[src/rtl/ctr_pkg.sv]
package ctr_pkg;
    typedef enum logic [1:0] {
        DT_NONE = 2'b00,
        DT_HALF = 2'b01,
        DT_BYTE = 2'b10,
        DT_BIT  = 2'b11
    } dtype_e;

    typedef enum logic [1:0] {
        ST_IDLE = 2'b00,
        ST_REQ  = 2'b01,
        ST_WAIT = 2'b10,
        ST_OUT  = 2'b11
    } ctr_state_e;
endpackage

[src/rtl/ctr_swap.sv]
module ctr_swap
    import ctr_pkg::*;
#(
    parameter int BLK_W  = 128,
    parameter int WORD_W = 32
) (
    input  dtype_e             mode,
    input  logic [BLK_W-1:0]   din,
    output logic [BLK_W-1:0]   dout
);
    localparam int NW   = BLK_W / WORD_W;
    localparam int HALF = WORD_W / 2;
    localparam int NB   = WORD_W / 8;

    for (genvar g = 0; g < NW; g++) begin : g_word
        logic [WORD_W-1:0] w, half_s, byte_s, bit_s, sel;

        assign w      = din[g*WORD_W +: WORD_W];
        assign half_s = {w[HALF-1:0], w[WORD_W-1:HALF]};

        always_comb begin
            for (int b = 0; b < NB; b++)
                byte_s[b*8 +: 8] = w[(NB-1-b)*8 +: 8];
        end

        always_comb begin
            for (int i = 0; i < WORD_W; i++)
                bit_s[i] = w[WORD_W-1-i];
        end

        always_comb begin
            unique case (mode)
                DT_NONE: sel = w;
                DT_HALF: sel = half_s;
                DT_BYTE: sel = byte_s;
                DT_BIT:  sel = bit_s;
            endcase
        end

        assign dout[g*WORD_W +: WORD_W] = sel;
    end
endmodule

[src/rtl/ctr_cnt_reg.sv]
module ctr_cnt_reg #(
    parameter int BLK_W = 128,
    parameter int CNT_W = 32
) (
    input  logic             clk,
    input  logic             rst_n,
    input  logic             load,
    input  logic [BLK_W-1:0] load_val,
    input  logic             bump,
    output logic [BLK_W-1:0] blk
);
    localparam int NONCE_W = BLK_W - CNT_W;

    logic [NONCE_W-1:0] nonce_q;
    logic [CNT_W-1:0]   cnt_q;

    always_ff @(posedge clk) begin
        if (!rst_n) begin
            nonce_q <= '0;
            cnt_q   <= '0;
        end else if (load) begin
            nonce_q <= load_val[BLK_W-1:CNT_W];
            cnt_q   <= load_val[CNT_W-1:0];
        end else if (bump) begin
            cnt_q   <= cnt_q + {{(CNT_W-1){1'b0}}, 1'b1};
        end
    end

    assign blk = {nonce_q, cnt_q};
endmodule

[src/rtl/ctr_stream_xcore.sv]
module ctr_stream_xcore
    import ctr_pkg::*;
#(
    parameter int BLK_W  = 128,
    parameter int WORD_W = 32,
    parameter int CNT_W  = 32
) (
    input  logic             clk,
    input  logic             rst_n,
    input  logic             cfg_we,
    input  logic [BLK_W-1:0] cfg_block,
    input  logic [1:0]       dtype,
    input  logic             in_valid,
    output logic             in_ready,
    input  logic [BLK_W-1:0] in_data,
    output logic             ks_req_valid,
    input  logic             ks_req_ready,
    output logic [BLK_W-1:0] ks_req_block,
    input  logic             ks_rsp_valid,
    output logic             ks_rsp_ready,
    input  logic [BLK_W-1:0] ks_rsp_data,
    output logic             out_valid,
    input  logic             out_ready,
    output logic [BLK_W-1:0] out_data
);
    ctr_state_e state_q, state_d;

    logic [BLK_W-1:0] din_sw, din_q, mix, mix_sw, out_q;
    dtype_e           dt_q;
    logic             take_in, take_cfg, take_out;

    // ---- state register ----
    always_ff @(posedge clk) begin
        if (!rst_n) state_q <= ST_IDLE;
        else        state_q <= state_d;
    end

    // ---- next state ----
    always_comb begin
        state_d = state_q;
        unique case (state_q)
            ST_IDLE: if (in_valid)     state_d = ST_REQ;
            ST_REQ:  if (ks_req_ready) state_d = ST_WAIT;
            ST_WAIT: if (ks_rsp_valid) state_d = ST_OUT;
            ST_OUT:  if (out_ready)    state_d = ST_IDLE;
        endcase
    end

    // ---- state outputs ----
    always_comb begin
        in_ready     = 1'b0;
        ks_req_valid = 1'b0;
        ks_rsp_ready = 1'b0;
        out_valid    = 1'b0;
        unique case (state_q)
            ST_IDLE: in_ready     = 1'b1;
            ST_REQ:  ks_req_valid = 1'b1;
            ST_WAIT: ks_rsp_ready = 1'b1;
            ST_OUT:  out_valid    = 1'b1;
        endcase
    end

    assign take_in  = in_ready && in_valid;
    assign take_cfg = in_ready && cfg_we;
    assign take_out = out_valid && out_ready;

    ctr_swap #(.BLK_W(BLK_W), .WORD_W(WORD_W)) u_swap_in (
        .mode (dtype_e'(dtype)),
        .din  (in_data),
        .dout (din_sw)
    );

    assign mix = din_q ^ ks_rsp_data;

    ctr_swap #(.BLK_W(BLK_W), .WORD_W(WORD_W)) u_swap_out (
        .mode (dt_q),
        .din  (mix),
        .dout (mix_sw)
    );

    always_ff @(posedge clk) begin
        if (!rst_n) begin
            din_q <= '0;
            dt_q  <= DT_NONE;
            out_q <= '0;
        end else begin
            if (take_in) begin
                din_q <= din_sw;
                dt_q  <= dtype_e'(dtype);
            end
            if (ks_rsp_ready && ks_rsp_valid)
                out_q <= mix_sw;
        end
    end

    ctr_cnt_reg #(.BLK_W(BLK_W), .CNT_W(CNT_W)) u_cnt (
        .clk      (clk),
        .rst_n    (rst_n),
        .load     (take_cfg),
        .load_val (cfg_block),
        .bump     (take_out),
        .blk      (ks_req_block)
    );

    assign out_data = out_q;
endmodule

[config.mk]
export PLATFORM = sky130hd
export DESIGN_NAME = ctr_stream_xcore
export DESIGN_NICKNAME = d
export VERILOG_FILES = /design/src/rtl/ctr_pkg.sv /design/src/rtl/ctr_swap.sv /design/src/rtl/ctr_cnt_reg.sv /design/src/rtl/ctr_stream_xcore.sv
export SDC_FILE = /design/constraint.sdc
export NUM_CORES = 1
export LEC_CHECK = 0
export ABC_AREA = 1
export BUFFER_PORTS_ARGS = -buffer_cell sky130_fd_sc_hd__buf_2
export CAP_MARGIN = 40
export CORE_AREA = 2 2 255 257
export CTS_BUF_LIST = sky130_fd_sc_hd__clkbuf_8
export DETAILED_ROUTE_END_ITERATION = 8
export DIE_AREA = 0 0 257 259
export HOLD_SLACK_MARGIN = 0.15
export PLACE_DENSITY_LB_ADDON = 0.25
export REMOVE_ABC_BUFFERS = 1
export SETUP_SLACK_MARGIN = 0.5
export SYNTH_ARGS = -nofsm -noshare
export SYNTH_HDL_FRONTEND = slang
export SYNTH_SLANG_ARGS = --single-unit
[constraint.sdc]
create_clock -name clk -period 1.8 [get_ports clk]
set_input_delay 0.09 -clock clk [delete_from_list [all_inputs] [get_ports clk]]
set_output_delay 0.09 -clock clk [all_outputs]
set_load 0.01 [all_outputs]
Yosys cells after proc, flatten, opt, wreduce, memory -nomap -nowiden
Index checks and enable logic that the tools add are counted.

Output and inout bits: 260. Logic and storage cells: 49. Register bits after elaboration: 388.

Equal/unequal tests: 13. Add/subtract/negate cells: 1. Mux-type cells: 19. Bitwise gates (word level): 1. Reductions and logical operators: 9.

Operator list (count): 32-bit case mux with 4 select lines (8); 128-bit bitwise XOR (1); 32-bit 2-to-1 mux (2); 32-bit by 1-bit adder with 32-bit output, second input constant (1); 2-bit == test, second input constant (6); 2-bit 2-to-1 mux (4); 2-bit inequality test, second input constant (4); 2-bit case mux with 4 select lines (1); 2-bit by 1-bit == test with 1-bit output, second input constant (3); 2-bit zero test (3); 1-bit logical AND (4); 1-bit 2-to-1 mux (4); 4-bit AND reduction (1); 2-bit nonzero test (1).

Depth between registers and ports, before layout
Word-level depth: 5. Gate-level depth with buffers: 10. Gate-level depth less buffers: 10.

By module
From an unflattened synthesis, not the netlist that was laid out.

Cell total of the unflattened synthesis: 3547. Area total of the unflattened synthesis: 23238.5 um^2.

By module, submodules not included: ctr_stream_xcore (seq. area each 5205.0 um^2, times used 1, cells an instance 1282, area an instance 10196.0 um^2); ctr_swap (seq. area each 0.0 um^2, times used 2, cells an instance 756, area an instance 3811.2 um^2); ctr_cnt_reg (seq. area each 2562.5 um^2, times used 1, cells an instance 753, area an instance 5420.2 um^2).

Least setup slack after synthesis
No wires, ideal clock.

Path kind: register to register. From: register state_q[0]. To: register din_q[87]. Path buffers: 2. Arrival: 1617 ps. Period minus slack after synthesis: 1745 ps. Stages on the path, launching flop included: 9. Setup slack: 55 ps. Path through: dfxtp_1 inv_1 ha_1 nand2_1 clkinv_1 buf_2 clkbuf_1 o21ai_0 a21oi_1.

Longest elaborated chain between the ends: 3.

RTL lines: from (decl) (line ctr_stream_xcore.sv:26) `ctr_state_e state_q, state_d;`; from (signal assigned) (line ctr_stream_xcore.sv:35) `else state_q <= state_d;`; 2-bit zero test (line ctr_stream_xcore.sv:55) `unique case (state_q)`; 1-bit 2-to-1 mux (line ctr_stream_xcore.sv:55); net in_ready (line ctr_stream_xcore.sv:14) `output logic in_ready,`; 1-bit logical AND (line ctr_stream_xcore.sv:63) `assign take_in = in_ready && in_valid;`; to (signal assigned) (line ctr_stream_xcore.sv:88) `din_q <= din_sw;`; to (decl) (line ctr_stream_xcore.sv:28) `logic [BLK_W-1:0] din_sw, din_q, mix, mix_sw, out_q;`.

The timed path passes the listed nets, and every way through them passes these cells. A chain may end at the register's enable or synchronous reset.

Worst setup path in the final report
From: register state_q[1]. To: register din_q[32].

Longest elaborated chain between the ends: 3.

RTL lines (line): 2-bit zero test (ctr_stream_xcore.sv:55); 1-bit 2-to-1 mux (ctr_stream_xcore.sv:55); 1-bit logical AND (ctr_stream_xcore.sv:63).

Every way passes these cells.

==> results_dict.tcl <==
set metrics [dict create \
    status "complete, but fails checks" \
    violations "negative hold slack" \
    timing.hold.ws_ns -0.09557 \
    path_clk_slew_ns 0.06 \
    cts.sinks 388 \
    yosys_warnings 0 \
    cts_buffers 75 \
    whs_endpoint "dt_q[0]" \
    grt_pass1_wl_um 159900 \
    synthCells 3264 \
    hold_buffers 436 \
    hpwl_um 64910 \
    synth_edf_count 0 \
    dp.cells 4635 \
    rsz0062_at_grt "true" \
    place.gp.congestion 0.8856 \
    slowest_delay_ns 0.37 \
    route.detailed.wl_per_inst_um 23.30 \
    layout.cells.most_common "buf_2" \
    fin_setup_tns_ns 0 \
    final_core_util 0.6232 \
    hold_depth 3 \
    maxCapViolCount 0 \
    maxSlewHeadroom 0.5004 \
    finalSetupViolCount 0 \
    critical_path_buf_inv_count 5 \
    fp.dieW_um 257 \
    cp-start-kind "register" \
    finalClockSkew_ns 0.04962 \
    grt_overflow 0 \
    worst_path_max_delay_cell "dfxtp_4" \
    final-hold-violation-count 1 \
    route.detailed.drc 0 \
    cp.required_ns 2.35 \
    die_height_um 259 \
    clkPwrFrac 0.180 \
    max_freq_mhz 563.7 \
    synth_seq_area_share 0.3659 \
    cts_tree "done" \
    seq_power_share 0.259 \
    core_mm2 0.06388 \
    finalWirelength_um 127100 \
    nets 4928 \
    multiInputGateArea_mm2 0.01419 \
    htreeDepth 3 \
    final_max_slew_viol_count 0 \
    min_period_over_period 0.9856 \
    ant_nets 0 \
    ioPinCount 653 \
    crit_type "register to register" \
    tightest_slew_ns 0.7494 \
    synthFlopType "dfxtp_1" \
    worstPathArrival_ns 2.32 \
    area_delta_synth_final_pct 87.51 \
    final_cell_mix "buf_2 (580), nand2_1 (548), dlygate4sd3_1 (436), inv_1 (321), nor2_1 (297)" \
    via_per_inst 5.671 \
    power_mw 50.21 \
    reg2reg_depth 9 \
    critPathTopFamily "buffers and inverters" \
    r2r_slack_ns 0.03 \
    powerDensity_mw_per_mm2 1261 \
    vias 30920 \
    crit_chain "inv_4 -> ha_4 -> buf_6 -> nand2_8 -> buf_12 -> buf_8 -> clkbuf_16 -> a21oi_2 -> a21oi_1" \
    switching_share 0.4251 \
    grt_pass1_vias 27500 \
    drive_above_1_share 0.3975 \
    ys_async_sr_fraction 0 \
    peakVddDrop_mv 0.6728 \
    synth_area_mm2 0.02123 \
    p_comb_frac 0.560 \
    setup_ws_ns 0.02585 \
    p_int_mw 28.86 \
    synth_cell_types 34 \
    clk_latency_ns 0.69 \
    worstReg2RegStart "state_q[1]" \
    power.leakage_nw 17.56 \
    hold_start "dtype[0]" \
    synth_area_per_cell_um2 6.504 \
    grt_max_degree 91 \
    die_area_mm2 0.06656 \
    cp.depth 9 \
    initial_utilization 0.3323 \
    row_count 93 \
    numPortBuffers 652 \
    nFillCells 5149 \
    end_kind "register" \
    reg2reg_to "din_q[32]" \
    min_period_ns 1.774 \
    synth_seq_cells 388 \
    pre_cts_ws_ns -0.02365 \
    cts-root-buf "clkbuf_8" \
    dr.pass1.iters 9 \
    cts_buffer_depth 3 \
    seqCellArea_mm2 0.008016 \
    fin_cells 5452 \
    drt_iter0_drc 3500 \
    fin_area_mm2 0.03981 \
    p_switching_mw 21.35 \
    placed_cell_area_mm2 0.02584 \
    cp_max_fo 6 \
    min_path_type "input port to register" \
    grt_usage 0.3079 \
    antenna_found_initial 23 \
]
[Yosys cell counts, types with 32 or more instances]
cell type	number	area share
nor2_1	415	0.073
o221ai_1	32	0.013
nand2_1	569	0.10
a221oi_1	53	0.022
nand3_1	61	0.014
or2_2	54	0.016
inv_1	302	0.053
o21ai_0	412	0.097
o22ai_1	162	0.048
dfxtp_1	388	0.37
a31oi_1	98	0.029
clkbuf_1	181	0.032
a21oi_1	384	0.091
buf_2	32	0.0075
[cell type report]
class                           instances  share of cell area
Timing Repair inverter                  2           0.0006915
Tap cell                              855             0.02687
Antenna cell                           13           0.0008172
Timing Repair Buffer                 1420              0.3445
Clock buffer                           97             0.03354
Clock inverter                         34            0.003992
Multi-Input combinational cell       2330              0.3566
Sequential cell                       388              0.2014
Inverter                              313             0.03165
[worst max path at each step]
stage / from / to / slack (ns)
after CTS: state_q[1] / ks_rsp_ready / 0.16
final: state_q[1] / din_q[32] / 0.03
after detailed placement: state_q[0] / u_cnt.cnt_q[9] / -0.02
after floorplan: state_q[0] / u_cnt.cnt_q[3] / -4.16
after global routing: state_q[0] / u_cnt.cnt_q[16] / 0.02
after global placement: state_q[0] / u_cnt.cnt_q[9] / 0.03
[flip-flops by register name, indices dropped and copies added (netlist names)]
name / flops
din_q: 128
dt_q: 2
out_data: 128
state_q: 2
u_cnt.cnt_q: 32
u_cnt.nonce_q: 96
[logic make-up (layout without fill, tap and decap cells)]
| logic type | count (synthesis) | in the layout | share of synthesized area |
|---|---|---|---|
| other | 0 | 13 | 0 |
| AOI/OAI and AO/OA | 1181 | 1181 | 0.3132 |
| adders and majority gates | 5 | 5 | 0.002947 |
| DFF | 388 | 388 | 0.3659 |
| buffers and inverters | 547 | 1866 | 0.09860 |
| and+or+nand+nor | 1123 | 1124 | 0.2111 |
| xor gates and xnor gates | 20 | 20 | 0.008251 |
[repair_timing]
| action | CTS | global route |
|---|---|---|
| pin swaps | 38 | 153 |
| setup buffers | 46 | 81 |
| gates cloned | 51 | 59 |
| gates resized for setup | 336 | 1112 |
| endpoints found under the hold margin | 388 | 36 |
| endpoints found under the setup margin | 473 | 522 |
[power groups by stage]
| stage | Clock [mW] | Combinational (mW) | Sequential [mW] |
|---|---|---|---|
| after floorplan | 0 | 7.79 | 12.6 |
| after global placement | 0 | 14.1 | 12.3 |
| after detailed placement | 0 | 14.1 | 12.4 |
| after CTS | 9.09 | 20.3 | 12.3 |
| after global routing | 9.56 | 29.4 | 13.2 |
| final | 9.06 | 28.1 | 13.0 |
[per-layer routing]
layer | part of all wire | track usage
met2 | 0.46 | 0.5223
met1 | 0.36 | 0.3630
met5 | 0.0012 | 0
met3 | 0.11 | 0.06805
met4 | 0.071 | 0.1644
[worst register-to-register path: stages (launching register included)]
cell and delay, ns:
dfxtp_4 0.37, inv_4 0.05, ha_4 0.17, buf_6 0.13, nand2_8 0.12, buf_12 0.16, buf_8 0.13, clkbuf_16 0.18
a21oi_2 0.04, a21oi_1 0.30
Power figures use the tool's default switching activity.
